==> src/rtl/srcu_pkg.sv <==
package srcu_pkg;
    parameter int unsigned SRCU_ADDR_W = 12;
    parameter int unsigned SRCU_DATA_W = 32;

    localparam logic [SRCU_ADDR_W-1:0] OFS_SYS = 12'h200;
    localparam logic [SRCU_ADDR_W-1:0] OFS_PL  = 12'h240;
    localparam logic [SRCU_ADDR_W-1:0] OFS_CPU = 12'h244;

    typedef enum logic [0:0] {
        SR_IDLE  = 1'b0,
        SR_PULSE = 1'b1
    } sr_state_e;

    function automatic int count_ones(input logic [63:0] v);
        int n;
        n = 0;
        for (int i = 0; i < 64; i++) begin
            if (v[i]) n++;
        end
        return n;
    endfunction

    function automatic int count_below(input logic [63:0] v, input int pos);
        int n;
        n = 0;
        for (int i = 0; i < 64; i++) begin
            if (i < pos && v[i]) n++;
        end
        return n;
    endfunction

    function automatic logic [63:0] pack_bits(input logic [63:0] mask,
                                              input logic [63:0] word);
        logic [63:0] r;
        int k;
        r = '0;
        k = 0;
        for (int i = 0; i < 64; i++) begin
            if (mask[i]) begin
                r[k] = word[i];
                k++;
            end
        end
        return r;
    endfunction
endpackage

==> src/rtl/srcu_pulse_fsm.sv <==
module srcu_pulse_fsm
    import srcu_pkg::*;
(
    input  logic clk_i,
    input  logic rst_ni,
    input  logic req_i,
    output logic pulse_o
);
    sr_state_e state_q, state_d;

    always_comb begin
        state_d = state_q;
        unique case (state_q)
            SR_IDLE:  state_d = req_i ? SR_PULSE : SR_IDLE;
            SR_PULSE: state_d = req_i ? SR_PULSE : SR_IDLE;
            default:  state_d = SR_IDLE;
        endcase
    end

    always_ff @(posedge clk_i or negedge rst_ni) begin
        if (!rst_ni) state_q <= SR_IDLE;
        else         state_q <= state_d;
    end

    always_comb begin
        unique case (state_q)
            SR_PULSE: pulse_o = 1'b1;
            default:  pulse_o = 1'b0;
        endcase
    end

    assert_pulse_cause_R2: assert property (@(posedge clk_i) disable iff (!rst_ni)
        req_i |=> pulse_o);
    assert_no_spurious_R3: assert property (@(posedge clk_i) disable iff (!rst_ni)
        !req_i |=> !pulse_o);
endmodule

==> src/rtl/srcu_cpu_reg.sv <==
module srcu_cpu_reg #(
    parameter int unsigned DATA_W = 32,
    parameter int unsigned N_CPU  = 2
) (
    input  logic              clk_i,
    input  logic              rst_ni,
    input  logic              we_i,
    input  logic [DATA_W-1:0] wdata_i,
    output logic [N_CPU-1:0]  cpu_reset_o
);
    logic [N_CPU-1:0] hold_q;
    logic             unused_hi;

    assign unused_hi = ^wdata_i[DATA_W-1:N_CPU];

    always_ff @(posedge clk_i or negedge rst_ni) begin
        if (!rst_ni)   hold_q <= '0;
        else if (we_i) hold_q <= wdata_i[N_CPU-1:0];
    end

    assign cpu_reset_o = hold_q;

    assert_cpu_load_R4: assert property (@(posedge clk_i) disable iff (!rst_ni)
        we_i |=> cpu_reset_o == $past(wdata_i[N_CPU-1:0]));
    assert_cpu_hold_R8: assert property (@(posedge clk_i) disable iff (!rst_ni)
        !we_i |=> $stable(cpu_reset_o));
endmodule

==> src/rtl/srcu_pl_bank.sv <==
module srcu_pl_bank
    import srcu_pkg::*;
#(
    parameter int unsigned       DATA_W = 32,
    parameter logic [DATA_W-1:0] VALID  = 32'h01F3_3F0F,
    parameter logic [DATA_W-1:0] INVERT = 32'h0000_000F,
    parameter int unsigned       PL_N   = 17
) (
    input  logic              clk_i,
    input  logic              rst_ni,
    input  logic              we_i,
    input  logic [DATA_W-1:0] wdata_i,
    output logic [PL_N-1:0]   pl_reset_o
);
    localparam logic [63:0] RST_WIDE =
        pack_bits(64'(VALID), 64'(VALID ^ (INVERT & VALID)));
    localparam logic [PL_N-1:0] RST_LINES = RST_WIDE[PL_N-1:0];

    logic [PL_N-1:0] lines_d;
    logic [PL_N-1:0] lines_q;
    logic            unused_invalid;

    assign unused_invalid = ^(wdata_i & ~VALID);

    for (genvar b = 0; b < DATA_W; b++) begin : g_bit
        if (VALID[b]) begin : g_valid
            localparam int LINE = count_below(64'(VALID), b);
            assign lines_d[LINE] = wdata_i[b] ^ INVERT[b];
        end
    end

    always_ff @(posedge clk_i or negedge rst_ni) begin
        if (!rst_ni)   lines_q <= RST_LINES;
        else if (we_i) lines_q <= lines_d;
    end

    assign pl_reset_o = lines_q;

    assert_pl_hold_R8: assert property (@(posedge clk_i) disable iff (!rst_ni)
        !we_i |=> $stable(pl_reset_o));

    if (VALID[3:0] == 4'hF && INVERT[3:0] == 4'hF) begin : g_inv_chk
        assert_pl_invert_R6: assert property (@(posedge clk_i) disable iff (!rst_ni)
            we_i |=> pl_reset_o[3:0] == ~$past(wdata_i[3:0]));
    end
endmodule

==> src/rtl/soft_reset_ctrl.sv <==
module soft_reset_ctrl
    import srcu_pkg::*;
#(
    parameter int unsigned       ADDR_W    = SRCU_ADDR_W,
    parameter int unsigned       DATA_W    = SRCU_DATA_W,
    parameter int unsigned       N_CPU     = 2,
    parameter logic [DATA_W-1:0] PL_VALID  = 32'h01F3_3F0F,
    parameter logic [DATA_W-1:0] PL_INVERT = 32'h0000_000F,
    localparam int unsigned      PL_N      = count_ones(64'(PL_VALID))
) (
    input  logic              clk_i,
    input  logic              rst_ni,
    input  logic              wr_en_i,
    input  logic [ADDR_W-1:0] wr_addr_i,
    input  logic [DATA_W-1:0] wr_data_i,
    output logic              sys_reset_req_o,
    output logic [N_CPU-1:0]  cpu_reset_o,
    output logic [PL_N-1:0]   pl_reset_o
);
    logic hit_sys, hit_pl, hit_cpu, sys_req;
    logic unused_lsb;

    assign unused_lsb = ^wr_addr_i[1:0];
    assign hit_sys = wr_en_i && (wr_addr_i[ADDR_W-1:2] == OFS_SYS[ADDR_W-1:2]);
    assign hit_pl  = wr_en_i && (wr_addr_i[ADDR_W-1:2] == OFS_PL[ADDR_W-1:2]);
    assign hit_cpu = wr_en_i && (wr_addr_i[ADDR_W-1:2] == OFS_CPU[ADDR_W-1:2]);
    assign sys_req = hit_sys && wr_data_i[0];

    srcu_pulse_fsm u_pulse (
        .clk_i   (clk_i),
        .rst_ni  (rst_ni),
        .req_i   (sys_req),
        .pulse_o (sys_reset_req_o)
    );

    srcu_cpu_reg #(.DATA_W(DATA_W), .N_CPU(N_CPU)) u_cpu (
        .clk_i       (clk_i),
        .rst_ni      (rst_ni),
        .we_i        (hit_cpu),
        .wdata_i     (wr_data_i),
        .cpu_reset_o (cpu_reset_o)
    );

    srcu_pl_bank #(.DATA_W(DATA_W), .VALID(PL_VALID), .INVERT(PL_INVERT),
                   .PL_N(PL_N)) u_pl (
        .clk_i      (clk_i),
        .rst_ni     (rst_ni),
        .we_i       (hit_pl),
        .wdata_i    (wr_data_i),
        .pl_reset_o (pl_reset_o)
    );

    assert_req_onehot_R8: assert property (@(posedge clk_i) disable iff (!rst_ni)
        $onehot0({hit_sys, hit_pl, hit_cpu}));
endmodule

==> config.mk <==
export PLATFORM = sky130hd
export DESIGN_NAME = soft_reset_ctrl
export DESIGN_NICKNAME = d
export VERILOG_FILES = /design/src/rtl/srcu_pkg.sv /design/src/rtl/srcu_pulse_fsm.sv /design/src/rtl/srcu_cpu_reg.sv /design/src/rtl/srcu_pl_bank.sv /design/src/rtl/soft_reset_ctrl.sv
export SDC_FILE = /design/constraint.sdc
export NUM_CORES = 1
export LEC_CHECK = 0
export BUFFER_PORTS_ARGS = -buffer_cell sky130_fd_sc_hd__buf_4
export CAP_MARGIN = 10
export CORE_ASPECT_RATIO = 1.2
export CORE_MARGIN = 3
export CORE_UTILIZATION = 41
export DETAILED_ROUTE_END_ITERATION = 10
export GPL_TIMING_DRIVEN = 0
export PLACE_DENSITY = 0.83
export SYNTH_ARGS = -nofsm -noshare
export SYNTH_HDL_FRONTEND = slang
export SYNTH_SLANG_ARGS = --single-unit
==> constraint.sdc <==
create_clock -name clk_i -period 1.5 [get_ports clk_i]
set_clock_uncertainty 0.2 [all_clocks]
set_input_delay 0.3 -clock clk_i [delete_from_list [all_inputs] [get_ports clk_i]]
set_output_delay 0.3 -clock clk_i [all_outputs]
set_load 0.05 [all_outputs]
==> impl_metrics.yaml <==
sta:
  worst_pin_slew_ns: 0.287
  post-route-min-period_ns: 1.53
  final.period_utilization_pct: 102
  fmax_mhz: 652
  setup_viol: 13
  fin_ws_ns: -0.0335
  hold_viol: 0
  rsz0062_at_grt: "true"
  relSlewSlack_pct: 80.7
  fin_hold_ws_ns: 0.0162
  slew_viol_final: 0
detailed_routing:
  routed_wl_um: 2420
  ant_nets: 0
  drt_iter0_markers: 10
  viasPerCell: 5.09
  first_pass_iters: 3
  drc_errors: 0
  vias: 707
  post_drt_wl_per_cell_um: 17.4
grt:
  grt-ovfl-total: 0
  grt_first_pass_wirelength_um: 3550
  grt_antenna_before_repair: 0
  grt_usage_pct: 18.9
  grt_max_degree: 21
  grt_pass1_vias: 737
power:
  p_per_area_nw_per_um2: 683
  p_comb_share_pct: 15.4
  p_sw_uw: 242
  intPower_uw: 790
  clock_power_share_pct: 30.5
  sw_frac_of_total_pct: 23.5
  peakVddDrop_v: 0.000619
  p_leak_uw: 0.000781
  totalPowerFinal_uw: 1030
  pwr-share-seq_pct: 54.1
yosys:
  yosysTopAreaCellShare_pct: 39.5
  syn_avg_cell_area_um2: 16.3
  yosys-top-cells-area: "dfstp_2 40%, dfrtp_1 20%, mux2_2 12%, mux2_4 10%, mux2i_1 4.6%"
  syn_area_um2: 865
  ys_seq_area_share_pct: 59.8
  ys_types: 16
  ys_ff_latch: 20
  synth_cells: 53
  yosysWarnings: 0
  syn-num-nets: 100
  synth_area_leader_cell: "dfstp_2"
placed_design:
  place.gp.congestion: 0.653
  dp.cells: 121
  post_dp_cell_area_um2: 1260
  portBuffers: 49
clocking:
  cts_sinks: 20
  ctsRootBufferMaster: "clkbuf_4"
  numCtsBuffers: 3
  clk_pin_slew_ns: 0.11
  htree_levels: 1
  clkLatencyLatePin_ns: 0.30
  cts_tree: "done"
  cts.path.max_buffers: 2
status:
  violations: "negative setup slack"
  status: "finished with violations"
hold_path:
  hold_depth: 2
  hold_path_startpoint: "wr_data_i[16]"
  hold_path.class: "in2reg"
floorplan:
  dieArea_um2: 2700
  die_width_um: 47.9
  io_pins: 67
  num_rows: 17
  start_util_pct: 45.2
  core_um2: 1910
  die_h_um: 56.3
critical_path:
  rrSetupSlack_ns: 0.34
  ff2ff_path_depth: 3
  timing.rr.start: "u_pl.pl_reset_o[14]"
  cp.depth: 1
  crit_chain: "buf_8"
  cp.arrival_ns: 1.03
  endpoint_kind: "primary output"
  worstSetupStartpoint: "u_pl.pl_reset_o[5]"
  critPathSlowestCell: "dfstp_2"
  cp_max_fo: 2
  cp_num_buf_inv: 1
  cp_top_family: "flip-flops"
  worstPathRequired_ns: 1.00
  crit_path_start_kind: "flop"
  crit_type: "reg2out"
  worst_path_largest_cell_delay_ns: 0.58
finish:
  mostFrequentLayoutCells: "44 x buf_4, 13 x buf_8, 13 x dfstp_2"
  final_layout_size_suffix_gt1_share_pct: 77.5
  final_area_um2: 1510
  syn_to_final_growth_pct: 74.7
  final_common_cell: "buf_4"
  antenna_cells: 0
  fin_nets: 168
  fill_cells: 105
  final_cells: 139
job:
  cap_violations: 0
## metal layers
layer  track usage (%)  wire, um
met1              20.6       875
met2              34.0      1340
met3              2.24       161
met4              8.08        44
met5                 0         0
## worst paths after layout
path | endpoint
hold reg to reg | u_cpu.cpu_reset_o[1]
max in group asynchronous | u_pl.pl_reset_o[4]
setup reg to reg | u_pl.pl_reset_o[14]
setup / recovery | pl_reset_o[5]
min in group asynchronous | u_pulse.state_q
hold / removal | u_pl.pl_reset_o[10]
## synthesized netlist by cell type (all sizes together)
cell,n
mux2i,4
nand4,2
mux2,15
nand2,1
and2,1
buf,1
nor3,1
dfstp,13
nor4,1
nor4bb,1
nor2,1
dfrtp,7
and4bb,1
inv,4
## cell type report
type	instances	area, um2	area share [%]
Clock buffer	4	36.3	2.40
Sequential cell	20	517	34.2
Tap cell	19	23.8	1.57
Multi-Input combinational cell	28	322	21.3
Inverter	4	15.0	0.994
Buffer	1	11.3	0.746
Timing Repair Buffer	63	586	38.8
## through the flow
stage	util (%)	setup WS (ns)	setup TNS (ns)
after CTS	76.1	-0.0236	-0.198
after global routing	78.9	-0.0690	-0.542
after floorplan	-	-0.0687	-0.412
after detailed placement	65.6	-0.317	-3.43
after global placement	65.6	-0.283	-2.86
final	78.9	-0.0335	-0.223
## cells by family after synthesis
kind of cell           count (synthesis)  synth area share, %
DFF                                   20                 59.8
muxes                                 19                 26.8
and+or+nand+nor                        9                 10.4
buffers and inverters                  5                 3.04
## power groups by stage
stage | clock (uW) | sequential [uW] | combinational [uW]
final | 315 | 559 | 159
after global routing | 339 | 560 | 171
after CTS | 317 | 558 | 154
after detailed placement | 0 | 565 | 134
after global placement | 0 | 564 | 130
after floorplan | 0 | 593 | 17.3
## repair_timing
item,CTS,global route
setup buffers,1,7
hold endpoints to repair,25,0
pin swaps,0,1
endpoints found under the setup margin,13,19
hold buffers,6,0
gates resized for setup,26,0
## registers in the layout, indices dropped and copies added, names as in the netlist
| register | flops |
|---|---|
| u_cpu.cpu_reset_o | 2 |
| u_pl.pl_reset_o | 17 |
| u_pulse.state_q | 1 |
Power figures use the tool's default switching activity.
